**src/rtl/bom_filter_rx.sv**
```systemverilog
module bom_filter_rx #(
  parameter int CODE_W = 6,
  parameter int HIST   = 10,
  parameter int NEED   = 7,
  parameter int GAP    = 32
) (
  input  logic       clk,
  input  logic       rst_n,
  input  logic       bit_valid,
  input  logic       bit_in,
  input  logic       filter_en,
  output logic       fifo_wr,
  output logic [7:0] fifo_data,
  output logic       valid_bom,
  output logic       irq_msg_end,
  output logic       irq_bom_lost
);
  localparam int PAT_W = CODE_W + 10;
  localparam int CNT_W = $clog2(HIST + 1);
  localparam int GAP_W = $clog2(GAP);
  localparam logic [7:0] STAT_BOM = 8'h01;

  logic [PAT_W-1:0]  sh, sh_nx;
  logic [CODE_W-1:0] code, acc_code;
  logic [CODE_W-1:0] hc [HIST];
  logic [HIST-1:0]   hv;
  logic [GAP_W-1:0]  gap;
  logic [CNT_W-1:0]  n_new, n_acc;
  logic pend, pat, timeout, accept, store, drop;

  assign sh_nx   = {sh[PAT_W-2:0], bit_in};
  assign code    = sh_nx[CODE_W:1];
  assign pat     = bit_valid && (sh_nx[PAT_W-1 -: 8] == 8'hFF) && !sh_nx[CODE_W+1] && !sh_nx[0];
  assign timeout = bit_valid && !pat && (gap == GAP_W'(GAP - 1));

  always_comb begin
    n_new = CNT_W'(1);
    n_acc = (code == acc_code) ? CNT_W'(1) : '0;
    for (int i = 0; i < HIST - 1; i++) begin
      if (hv[i] && hc[i] == code)     n_new = n_new + CNT_W'(1);
      if (hv[i] && hc[i] == acc_code) n_acc = n_acc + CNT_W'(1);
    end
  end

  assign accept = pat && filter_en && !valid_bom && (n_new >= CNT_W'(NEED));
  assign store  = pat && (!filter_en || accept);
  assign drop   = filter_en && valid_bom && ((pat && n_acc < CNT_W'(NEED)) || timeout);

  always_ff @(posedge clk) begin
    if (!rst_n) begin
      for (int i = 0; i < HIST; i++) hc[i] <= '0;
    end else if (pat) begin
      hc[0] <= code;
      for (int i = 1; i < HIST; i++) hc[i] <= hc[i-1];
    end
  end

  always_ff @(posedge clk) begin
    if (!rst_n) begin
      sh           <= '0;
      hv           <= '0;
      gap          <= '0;
      acc_code     <= '0;
      pend         <= 1'b0;
      fifo_wr      <= 1'b0;
      fifo_data    <= '0;
      valid_bom    <= 1'b0;
      irq_msg_end  <= 1'b0;
      irq_bom_lost <= 1'b0;
    end else begin
      fifo_wr      <= 1'b0;
      irq_msg_end  <= 1'b0;
      irq_bom_lost <= 1'b0;
      pend         <= 1'b0;
      if (bit_valid) sh <= sh_nx;
      if (!filter_en) valid_bom <= 1'b0;
      if (pend) begin
        fifo_wr   <= 1'b1;
        fifo_data <= STAT_BOM;
      end
      if (pat) begin
        gap <= '0;
        hv  <= {hv[HIST-2:0], 1'b1};
      end else if (timeout) begin
        gap <= '0;
        hv  <= '0;
      end else if (bit_valid) begin
        gap <= gap + GAP_W'(1);
      end
      if (store) begin
        fifo_wr     <= 1'b1;
        fifo_data   <= {{(8-CODE_W){1'b0}}, code};
        pend        <= 1'b1;
        irq_msg_end <= 1'b1;
      end
      if (accept) begin
        valid_bom <= 1'b1;
        acc_code  <= code;
      end
      if (drop) begin
        valid_bom    <= 1'b0;
        irq_bom_lost <= 1'b1;
      end
    end
  end
endmodule

```
**config.mk**
```make
export PLATFORM = sky130hd
export DESIGN_NAME = bom_filter_rx
export DESIGN_NICKNAME = d
export VERILOG_FILES = /design/src/rtl/bom_filter_rx.sv
export SDC_FILE = /design/constraint.sdc
export NUM_CORES = 1
export LEC_CHECK = 0
export ABC_AREA = 1
export ABC_CLOCK_PERIOD_IN_PS = 7700
export BUFFER_PORTS_ARGS = -buffer_cell sky130_fd_sc_hd__buf_2
export CAP_MARGIN = 10
export CORE_MARGIN = 2
export CORE_UTILIZATION = 45
export CTS_CLUSTER_DIAMETER = 100
export DETAILED_ROUTE_END_ITERATION = 10
export GPL_TIMING_DRIVEN = 0
export PLACE_DENSITY = 0.58
export SLEW_MARGIN = 20
export SYNTH_ARGS = -nofsm -noshare
export SYNTH_HDL_FRONTEND = slang
export SYNTH_SLANG_ARGS = --single-unit
```
**constraint.sdc**
```tcl
create_clock -name clk -period 7.7 [get_ports clk]
set_clock_uncertainty 0.1 [all_clocks]
set_input_delay 0.385 -clock clk [delete_from_list [all_inputs] [get_ports clk]]
set_output_delay 0.385 -clock clk [all_outputs]
set_load 0.05 [all_outputs]
```
# Yosys cells after proc, flatten, opt, wreduce, memory -nomap -nowiden
# Memories as Yosys holds them, arrays and structs flattened.
# Cells that the tools add are included.
[totals]
ramBits = 60
memories = 1
reg_bits = 45
word_cells = 147
inputBits = 5
out_inout_bits = 12
[mem_list]
columns = ["memory", "words", "width", "rd", "rd_ports_with_merged_regs", "write_ports", "line", "text"]
rows = [
  ["hc", 10, 6, 9, 0, 10, "25", "logic [CODE_W-1:0] hc [HIST];"],
]
[classes]
n_addsub = 18
magnitude_cmp = 2
n_bitwise = 11
eq_ne = 22
n_reduce_logical = 41
muxes = 43
[ops]
columns = ["operator", "count"]
rows = [
  ["6-bit equality test", 19],
  ["6-bit 2-to-1 mux", 12],
  ["4-bit by 1-bit adder with 4-bit output (second input constant)", 16],
  ["4-bit 2-to-1 mux", 16],
  ["1-bit logical AND", 30],
  ["9-bit 2-to-1 mux", 2],
  ["1-bit 2-to-1 mux", 11],
  ["1-bit bitwise OR", 10],
  ["8-bit equality test (second input constant)", 1],
  ["5-bit by 1-bit adder with 5-bit output (second input constant)", 1],
  ["5-bit equality test (second input constant)", 1],
  ["1-bit zero test", 5],
  ["4-bit by 3-bit greater-or-equal comparator with 1-bit output (second input constant)", 1],
  ["4-bit by 3-bit less-than comparator with 1-bit output (second input constant)", 1],
  ["2-bit 2-to-1 mux", 2],
  ["2-bit nonzero test", 2],
  ["3-bit OR reduction", 1],
  ["1-bit by 1-bit adder with 2-bit output (second input constant)", 1],
  ["1-bit logical OR", 2],
  ["2-bit by 1-bit != test with 1-bit output (second input constant)", 1],
  ["2-bit OR reduction", 1],
  ["1-bit NOT", 1],
]

# Logic depth before layout (Yosys ltp)
# Gate-level depths: netlist of run 1.
[logic_depth]
depth_word = 25
ltp_mapped = 39
ltp_nobuf = 38

# Worst setup path before layout of run 1
# No wires, ideal clock.
[synth_path]
kind = "reg2reg"
from = "register acc_code[4]"
to = "register irq_bom_lost"
arrival_time_ns = 5.187
period_less_slack_ns = 5.400
path_buffers = 1
t_required_ns = 7.487
path_stages_with_launch = 36
setup_slack_ns = 2.300
setup_ns = 0.113
cell_sequence = "dfxtp_1 buf_2 xnor2_1 o211ai_1 nor4_1 ha_1 inv_1 nand2_1 nand2_1 inv_1 ha_1 or2_2 nand2_1 xnor2_1 o21ai_0 ha_1 or2_2 nand2_1 inv_1 nand2_1 nand2_1 o21ai_0 nand2_1 o31ai_1 ha_1 or2_2 nand2_1 inv_1 ha_1 nand2_1 xor2_1 nand3_1 nand3_1 nand2_1 nand2_1 nor2_1"
[synth_via]
elab_chain_len = 25
word_cells_on_any_way = 43
classes_between = "9 x add/sub; 1 x order compare; 10 x eq/ne; 11 x mux; 12 x reduce/logical"
[synth_rtl]
columns = ["item", "line", "text"]
rows = [
  ["start: declaration", "24", "logic [CODE_W-1:0] code, acc_code;"],
  ["start signal: assignment", "98", "acc_code <= code;"],
  ["6-bit equality test", "38", "n_acc = (code == acc_code) ? CNT_W'(1) : '0;"],
  ["1-bit 2-to-1 mux", "38", ""],
  ["1-bit by 1-bit adder with 2-bit output", "41", "if (hv[i] && hc[i] == acc_code) n_acc = n_acc + CNT_W'(1);"],
  ["2-bit 2-to-1 mux", "41", ""],
  ["4-bit by 1-bit adder with 4-bit output", "41", ""],
  ["4-bit 2-to-1 mux", "41", ""],
  ["4-bit by 1-bit adder with 4-bit output", "41", ""],
  ["4-bit 2-to-1 mux", "41", ""],
  ["[... 9 more ...]", "-", ""],
  ["4-bit 2-to-1 mux", "41", ""],
  ["4-bit by 1-bit adder with 4-bit output", "41", ""],
  ["4-bit 2-to-1 mux (*)", "41", ""],
  ["4-bit by 3-bit less-than comparator with 1-bit output (*)", "47", "assign drop = filter_en && valid_bom && ((pat && n_acc < CNT_W'(NEED)) || timeout);"],
  ["1-bit logical AND (*)", "47", ""],
  ["1-bit logical OR (*)", "47", ""],
  ["1-bit logical AND (*)", "47", ""],
  ["1-bit 2-to-1 mux (*)", "100", "if (drop) begin"],
  ["end signal: assignment", "69", "irq_bom_lost <= 1'b0;"],
  ["end signal: assignment", "73", "irq_bom_lost <= 1'b0;"],
  ["end signal: assignment", "102", "irq_bom_lost <= 1'b1;"],
  ["end: declaration", "16", "output logic irq_bom_lost"],
]
# Mark *: on every way between the ends. The rest lies on a longest branch, timed or not.
# A chain may end at the register's enable or synchronous reset.

# Worst setup path after layout of run 1
# Ends and elaborated chain as after synthesis.

==> impl_metrics.tcl, run 1 <==
set metrics [dict create \
    min_path_cells 4 \
    async_set_or_reset_register_ratio_after_synthesis_pct 0 \
    synth_ff_type "edfxtp_1" \
    p_per_area_nw_per_um2 151 \
    run_status "completed" \
    synth_top_area_share_pct 23.0 \
    io_buffers 13 \
    synthesis.yosys.warnings 0 \
    switching_share_pct 27.5 \
    power.sequential.fraction_pct 50.3 \
    detailed_place.area_um2 7420 \
    die_width_um 129 \
    crit_required_ns 7.86 \
    tightest_slew_ns 0.991 \
    holdCritPathClass "in -> reg" \
    netlist_area_um2 7050 \
    finish.net_count 1083 \
    drive_gt1_share_pct 8.58 \
    dieHeight_um 129 \
    cts_buffer_depth 2 \
    seq_area_frac_synth_pct 35.8 \
    grt_overflow_total 0 \
    dr_total_vias 6780 \
    finalSetupViolCount 0 \
    layout_common_cells "nand2_1 (260), inv_1 (143), nor2_1 (121)" \
    netSwitchingPower_uw 321 \
    synth_area_leaders "edfxtp_1 (23%), nand2_1 (14%), dfxtp_1 (13%), inv_1 (7.6%), nor2_1 (6.4%)" \
    drc 0 \
    path_common_cell "nand2_1" \
    cts_buffers 9 \
    clock_latency_ns 0.37 \
    worst_ep_arrival_time_ns 6.80 \
    clock_share_of_power_pct 38.6 \
    synth.avg_cell_area_um2 6.84 \
    detail_route.vias_per_cell 5.33 \
    timing.critical_path.slowest_stage_cell "nor4_1" \
    synth_top_area_cell "edfxtp_1" \
    synth.ff_latch_count 99 \
    slew_violations 0 \
    timing.fmax_ghz 0.150 \
    first_iter_violations 775 \
    post-route-util_pct 50.5 \
    cts.hold.buffers_added 0 \
    vdd_drop_max_mv 0.125 \
    timing.critical_path.slowest_cell_delay_ns 0.71 \
    dp_hpwl_mm 15.3 \
    grt_start_max_net_pins 55 \
    cts_tree "done" \
    n_antenna_cell 0 \
    placeableCoreArea_um2 15300 \
    synthCells 1030 \
    htree_levels 3 \
    finalHoldViolCount 0 \
    gp_congestion 0.893 \
    tritonroute_pass_1_iters 5 \
    cts_root_buf "clkbuf_16" \
    timing.critical_path.from_type "flop" \
    synth_cell_type_count 48 \
    cellLeakagePower_uw 0.00361 \
    end_kind "flop" \
    antenna_found_initial 0 \
    cts_sinks 99 \
    floorplan.initialDensity_pct 46.2 \
    wl_per_cell_um 16.7 \
    drv_cap 0 \
    cts_repair_resize_count 0 \
    floorplan.rows 45 \
    criticalPathCategory "reg -> reg" \
    design.portCount 17 \
    route.final.wire_length_mm 21.3 \
    worstRegToRegCells 35 \
    ant_nets 0 \
    critical_path.max_fanout 10 \
    post-cts-setup-buffer-count 0 \
    totalNegativeSetupSlack_ns 0 \
    power.internal_uw 845 \
    share_comb_of_total_power_pct 11.1 \
    final.period_utilization_pct 86.3 \
    fillers 1564 \
    die_area_um2 16700 \
    mostFrequentLayoutCell "nand2_1" \
    rsz_0062_raised_after_global_routing "no" \
    via_count_of_the_first_global_routing_pass 6186 \
    final_period_minus_worst_setup_slack_ns 6.64 \
    first_pass_grt_wire_length_mm 33.5 \
    maxSlewHeadroom_pct 33.3 \
    globalRouteTotalUtil_pct 26.3 \
    syn2layout_area_growth_pct 9.27 \
    number_of_enable_flip_flop_cells_after_synthesis 54 \
    path_clk_slew_ns 0.07 \
    finish.instance_area_um2 7700 \
]
[worst max-delay path: cells and delay by family (launching register included)]
family	cells	cell delay [ns]
compound gates	4	0.72
xor+xnor	3	0.40
fa+ha+maj	5	1.43
buf+inv	5	0.64
flops	1	0.42
simple gates	18	2.82
[cell type report]
type	count	area [um2]	area share, %
well taps	211	264	3.43
multi-input cells	744	3780	49.1
plain buffers	33	168	2.18
repair buffers	14	92.6	1.20
inverters	155	584	7.59
flip-flops and latches	99	2520	32.8
clock inverters	5	41.3	0.536
clock buffers	11	244	3.17
[state kept, by name (all words and copies together) (netlist names)]
name,cells
sh,15
pend,1
fifo_data,6
hv,9
hc,54
fifo_wr,1
irq_bom_lost,1
gap,5
valid_bom,1
acc_code,6
[path summary, 6_finish.rpt]
kind	start	end	slack [ns]
setup / recovery	acc_code[4]	irq_bom_lost	1.06
setup reg to reg	acc_code[4]	irq_bom_lost	1.06
hold / removal	filter_en	valid_bom	0.24
hold reg to reg	fifo_data[3]	fifo_data[3]	0.37
[Yosys cell counts (2+ instances only)]
| cell | instances |
|---|---|
| a2111oi_0 | 4 |
| a21oi_1 | 30 |
| a221oi_1 | 3 |
| a31oi_1 | 2 |
| and2_1 | 2 |
| buf_2 | 11 |
| buf_4 | 6 |
| clkbuf_1 | 14 |
| dfxtp_1 | 45 |
| edfxtp_1 | 54 |
| ha_1 | 21 |
| inv_1 | 143 |
| inv_2 | 10 |
| nand2_1 | 261 |
| nand2_2 | 12 |
| nand3_1 | 89 |
| nand3_2 | 3 |
| nand3_4 | 2 |
| nand4_1 | 11 |
| nor2_1 | 121 |
| nor2_2 | 5 |
| nor3_1 | 22 |
| nor3_2 | 2 |
| nor4_1 | 8 |
| o211ai_1 | 8 |
| o21ai_0 | 33 |
| o21ai_1 | 14 |
| o221ai_1 | 4 |
| o22ai_1 | 39 |
| o31ai_1 | 2 |
| or2_1 | 2 |
| or2_2 | 4 |
| xnor2_1 | 8 |
| xor2_1 | 21 |
[per-layer routing]
layer  vias up  global-route usage (%)  share of wire (%)
li1       3423                       -                  -
met1      3048                    38.9                 48
met2       278                    38.0                 41
met3        31                    5.62                8.3
met4         0                    8.50                2.2
met5         -                       0                  0
[kinds of logic (layout without fill, tap and decap cells)]
kind of cell | Yosys count | count (layout) | synth area share (%)
AO/OA/AOI/OAI | 142 | 142 | 11.9
XOR/XNOR | 29 | 29 | 3.60
adder cells (fa/ha/maj) | 22 | 22 | 4.01
buffers and inverters | 188 | 218 | 10.7
flip-flops | 99 | 99 | 35.8
other | 1 | 2 | 0.0532
AND/OR/NAND/NOR | 549 | 549 | 34.0
[power groups by stage]
stage               Clock, uW  Combinational (uW)  Sequential (uW)
finish                    450                 130              586
global placement            0                 125              599
detailed placement          0                 127              597
global route              478                 145              588
floorplan                   0                93.4              593
CTS                       456                 128              586
[per-stage QoR]
step	total power (uW)	std cells	hold WS, ns	setup WS [ns]
CTS	1170	1272	0.234	1.15
floorplan	686	1031	0.340	2.30
detailed placement	724	1256	0.353	1.17
global route	1210	1272	0.275	0.409
finish	1170	1272	0.242	1.06
global placement	723	1255	0.354	1.20
Power figures use the tool's default switching activity.
==> run 2: changes to the inputs <==
--- a/config.mk
+++ b/config.mk
@@ -14,7 +14,7 @@
 export CTS_CLUSTER_DIAMETER = 100
 export DETAILED_ROUTE_END_ITERATION = 10
 export GPL_TIMING_DRIVEN = 0
-export PLACE_DENSITY = 0.58
+export PLACE_DENSITY = 0.68
 export SLEW_MARGIN = 20
 export SYNTH_ARGS = -nofsm -noshare
 export SYNTH_HDL_FRONTEND = slang
==> run 2 against run 1 <==
Via count increased by 0.59%. Critical path depth rose by 2. Die area unchanged. Largest cell class unchanged. Critical path type unchanged.
==> impl_metrics.tcl, run 2 (synthesized netlist as in run 1, its figures left out) <==
set metrics [dict create \
    post-cts-setup-buffer-count 0 \
    vdd_drop_max_mv 0.153 \
    mostFrequentLayoutCell "nand2_1" \
    dr_total_vias 6820 \
    finish.net_count 1082 \
    drive_gt1_share_pct 8.30 \
    cts_tree "done" \
    cts.hold.buffers_added 0 \
    crit_required_ns 7.85 \
    critical_path.n_buffers_inverters 7 \
    cts_buffer_depth 2 \
    grt_overflow_total 0 \
    dp_hpwl_mm 14.4 \
    run_status "completed" \
    cts_repair_resize_count 0 \
    pre_cts_ws_ns 1.22 \
    floorplan.initialDensity_pct 46.2 \
    use_met1_pct 31.7 \
    design.portCount 17 \
    cellLeakagePower_uw 0.00358 \
    drv_cap 0 \
    tritonroute_pass_1_iters 7 \
    worst_ep_arrival_time_ns 6.61 \
    n_antenna_cell 0 \
    floorplan.rows 45 \
    critical_path.max_fanout 10 \
    detail_route.vias_per_cell 5.37 \
    die_area_um2 16700 \
    cts_buffers 9 \
    groute.layer.met3.usage_pct 3.76 \
    final_period_minus_worst_setup_slack_ns 6.46 \
    slew_violations 0 \
    timing.fmax_ghz 0.155 \
    end_kind "flop" \
    p_per_area_nw_per_um2 150 \
    drc 0 \
    path_clk_slew_ns 0.07 \
    maxSlewHeadroom_pct 40.0 \
    cts_sinks 99 \
    first_pass_grt_wire_length_mm 31.4 \
    htree_levels 3 \
    timing.critical_path.from_type "flop" \
    largest_register_ff_count 54 \
    clock_latency_ns 0.36 \
    tightest_slew_ns 0.892 \
    criticalPathCategory "reg -> reg" \
    cts_root_buf "clkbuf_16" \
    rsz_0062_raised_after_global_routing "no" \
    syn2layout_area_growth_pct 8.79 \
    layout_common_cells "nand2_1 (260), inv_1 (143), nor2_1 (121)" \
    timing.critical_path.slowest_stage_cell "clkbuf_1" \
    timing.critical_path.slowest_cell_delay_ns 0.53 \
    grt_most_used_layer "met2" \
    layout_top_registers "hc: 54 flops, sh: 15 flops, hv: 9 flops" \
    cpLargestDelayFamily "simple AND/OR/NAND/NOR gates" \
    ant_nets 0 \
    placeableCoreArea_um2 15300 \
    fillers 1508 \
    met2_usage_pct 41.0 \
    largest-register "hc" \
    first_iter_violations 673 \
    globalRouteTotalUtil_pct 24.5 \
    path_common_cell "nand2_1" \
    die_width_um 129 \
    finalHoldViolCount 0 \
    antenna_found_initial 0 \
    final.period_utilization_pct 84.0 \
    holdCritPathClass "in -> reg" \
    wl_per_cell_um 15.5 \
    finalSetupViolCount 0 \
    gp_congestion 0.867 \
    fin_ws_ns 1.24 \
    route.final.wire_length_mm 19.8 \
    grt_start_max_net_pins 55 \
    dieHeight_um 129 \
    totalNegativeSetupSlack_ns 0 \
    via_count_of_the_first_global_routing_pass 6149 \
    io_buffers 13 \
]
-- run 2: path summary, 6_finish.rpt --
| check | startpoint | endpoint | slack (ns) | cells after the start |
|---|---|---|---|---|
| setup reg to reg | sh[0] | irq_bom_lost | 1.24 | 37 |
| setup / recovery | sh[0] | irq_bom_lost | 1.24 | 37 |
| hold reg to reg | fifo_data[3] | fifo_data[3] | 0.36 | 2 |
| hold / removal | bit_valid | sh[14] | 0.26 | 3 |
-- run 2: area by class of cell --
class | instances | area, um2 | area share (%)
timing repair buffer | 13 | 65.1 | 0.849
buffer | 33 | 168 | 2.19
inverter | 155 | 584 | 7.62
clock inverter | 4 | 32.5 | 0.424
multi-input combinational | 744 | 3780 | 49.4
sequential | 99 | 2520 | 32.9
clock buffer | 12 | 246 | 3.21
tap | 211 | 264 | 3.44
-- run 2: metrics by stage --
stage          instance area (um2)  cells  utilization (%)  power (uW)  hold slack (ns)
2_1_floorplan                 7050   1031                -         686            0.340
3_3_place_gp                  7380   1255             48.4         720            0.349
3_5_place_dp                  7390   1255             48.4         721            0.348
4_1_cts                       7670   1271             50.3        1150            0.254
5_1_grt                       7670   1271             50.3        1190            0.272
6_report                      7670   1271             50.3        1150            0.261
-- run 2: report_power, final --
group / leakage [uW] / internal (uW) / switching, uW
combinational: 0.00253 / 38.8 / 87.1
clock: 0.000130 / 231 / 206
sequential: 0.000923 / 571 / 15.1
-- run 2: worst reg2reg max path: cells and delay by family, from the launching register on --
| family | cells | cell delay, ns |
|---|---|---|
| AOI/OAI and AO/OA | 3 | 0.55 |
| xor gates and xnor gates | 2 | 0.21 |
| adders and majority gates | 5 | 1.30 |
| buffers and inverters | 7 | 1.08 |
| DFF | 1 | 0.33 |
| and+or+nand+nor | 20 | 2.74 |
-- run 2: routing by layer --
layer,vias up,wire [um]
met4,0,760
met1,3050,8420
li1,3418,-
met3,59,1580
met2,293,8990
met5,-,0
==> run 3: changes to the inputs <==
--- a/config.mk
+++ b/config.mk
@@ -6,7 +6,7 @@
 export NUM_CORES = 1
 export LEC_CHECK = 0
 export ABC_AREA = 1
-export ABC_CLOCK_PERIOD_IN_PS = 7700
+export ABC_CLOCK_PERIOD_IN_PS = 6700
 export BUFFER_PORTS_ARGS = -buffer_cell sky130_fd_sc_hd__buf_2
 export CAP_MARGIN = 10
 export CORE_MARGIN = 2
==> constraint.sdc (replaced) <==
create_clock -name clk -period 6.7 [get_ports clk]
set_clock_uncertainty 0.1 [all_clocks]
set_input_delay 0.335 -clock clk [delete_from_list [all_inputs] [get_ports clk]]
set_output_delay 0.335 -clock clk [all_outputs]
set_load 0.05 [all_outputs]
==> run 3 against run 2 <==
Die area is the same. Routed wire length shrank 0.29%. Fmax increased by 4.8%. Design area about the same. Via count shrank 0.10%. Critical path depth down 2. First-iteration DRC count decreased by 1.3%. Sequential power rose by 15%.
==> impl_metrics.tcl, run 3 (synthesized netlist as in run 1, its figures left out) <==
set metrics [dict create \
    critical_path.max_fanout 10 \
    grt_start_max_net_pins 55 \
    use_met1_pct 31.7 \
    first_iter_violations 664 \
    timing.critical_path.slowest_cell_delay_ns 0.45 \
    die_area_um2 16700 \
    placeableCoreArea_um2 15300 \
    wl_per_cell_um 15.5 \
    tightest_slew_ns 0.887 \
    design.portCount 17 \
    largest_register_ff_count 54 \
    cts_buffers 9 \
    crit_required_ns 6.85 \
    timing.fmax_ghz 0.162 \
    end_kind "flop" \
    grt_overflow_total 0 \
    dr_total_vias 6813 \
    maxSlewHeadroom_pct 40.3 \
    dieHeight_um 129 \
    run_status "completed" \
    antenna_found_initial 0 \
    timing.critical_path.from_type "flop" \
    path_common_cell "nand2_1" \
    finalHoldViolCount 0 \
    cts_buffer_depth 2 \
    mostFrequentLayoutCell "nand2_1" \
    worst_ep_arrival_time_ns 6.32 \
    dp_cells 1255 \
    finish.net_count 1081 \
    io_buffers 13 \
    drv_cap 0 \
    finalSetupViolCount 0 \
    totalNegativeSetupSlack_ns 0 \
    floorplan.rows 45 \
    final.period_utilization_pct 92.1 \
    timing.critical_path.slowest_stage_cell "nor4_2" \
    drc 0 \
    via_count_of_the_first_global_routing_pass 6149 \
    floorplan.initialDensity_pct 46.2 \
    holdCritPathClass "in -> reg" \
    vdd_drop_max_mv 0.177 \
    grt_most_used_layer "met2" \
    post-route-util_pct 50.3 \
    largest-register "hc" \
    htree_levels 3 \
    instances_no_fill 1270 \
    n_antenna_cell 0 \
    detail_route.vias_per_cell 5.36 \
    met2_usage_pct 41.0 \
    tritonroute_pass_1_iters 7 \
    layout_common_cells "nand2_1 (260), inv_1 (143), nor2_1 (121)" \
    cts_root_buf "clkbuf_16" \
    route.final.wire_length_mm 19.7 \
    p_per_area_nw_per_um2 172 \
    drive_gt1_share_pct 8.40 \
    globalRouteTotalUtil_pct 24.5 \
    path_clk_slew_ns 0.07 \
    cellLeakagePower_uw 0.00358 \
    groute.layer.met3.usage_pct 3.76 \
    die_width_um 129 \
    final_period_minus_worst_setup_slack_ns 6.17 \
    criticalPathCategory "reg -> reg" \
    gp_congestion 0.867 \
    ant_nets 0 \
    cts_tree "done" \
    first_pass_grt_wire_length_mm 31.4 \
    layout_top_registers "hc: 54 flops, sh: 15 flops, hv: 9 flops" \
    cts_sinks 99 \
    syn2layout_area_growth_pct 8.86 \
    clock_latency_ns 0.36 \
    dp_hpwl_mm 14.4 \
    rsz_0062_raised_after_global_routing "no" \
    slew_violations 0 \
]
[run 3: cell count changes in the layout (fill, tap and decap cells not counted), sizes merged]
cell	previous run	this run
buf	32	31
[run 3: repair_timing]
| action | in CTS | in global routing |
|---|---|---|
| hold buffers | 0 | 0 |
| endpoints found under the hold margin | 0 | 0 |
| gates resized for setup | 0 | 2 |
| buffers inserted | 0 | 0 |
| setup endpoints to repair | 0 | 16 |
[run 3: path summary, 6_finish.rpt]
path	startpoint	to	slack [ns]	cells past startpoint
max	acc_code[4]	irq_bom_lost	0.53	35
min	bit_valid	sh[14]	0.21	3
max reg2reg	acc_code[4]	irq_bom_lost	0.53	35
min reg2reg	fifo_data[3]	fifo_data[3]	0.36	2
[run 3: metal layers]
metal	share of wire, %	up-vias
met3	8.8	60
met1	42	3041
met4	3.8	0
met2	45	295
met5	0	-
li1	-	3417
[run 3: final cells by class]
| class | count | area, um2 |
|---|---|---|
| fill | 1508 | 7590 |
| multi-input combinational | 744 | 3790 |
| sequential | 99 | 2520 |
| inverter | 155 | 584 |
| tap | 211 | 264 |
| clock buffer | 12 | 246 |
| buffer | 32 | 166 |
| timing repair buffer | 13 | 65.1 |
| clock inverter | 4 | 32.5 |
[run 3: through the flow]
stage	worst slack (ns)	total power (uW)	hold slack (ns)	area, um2
2_1_floorplan	1.30	789	0.340	7050
3_3_place_gp	0.328	827	0.349	7380
3_5_place_dp	0.217	829	0.348	7390
4_1_cts	0.202	1320	0.204	7670
5_1_grt	0.00825	1370	0.222	7670
6_report	0.529	1320	0.209	7670
[run 3: critical path: cells and delay by family (launching register included)]
family                     cells  cell delay, ns
and+or+nand+nor               18            2.60
AOI/OAI and AO/OA              4            0.67
DFF                            1            0.40
buffers and inverters          5            0.52
xor gates and xnor gates       3            0.36
adders and majority gates      5            1.38
[run 3: power by group]
part / internal (uW) / total, uW / switching [uW]
Combinational: 44.5 / 145 / 100
Sequential: 656 / 674 / 17.3
Clock: 265 / 504 / 239
Total: 966 / 1320 / 356
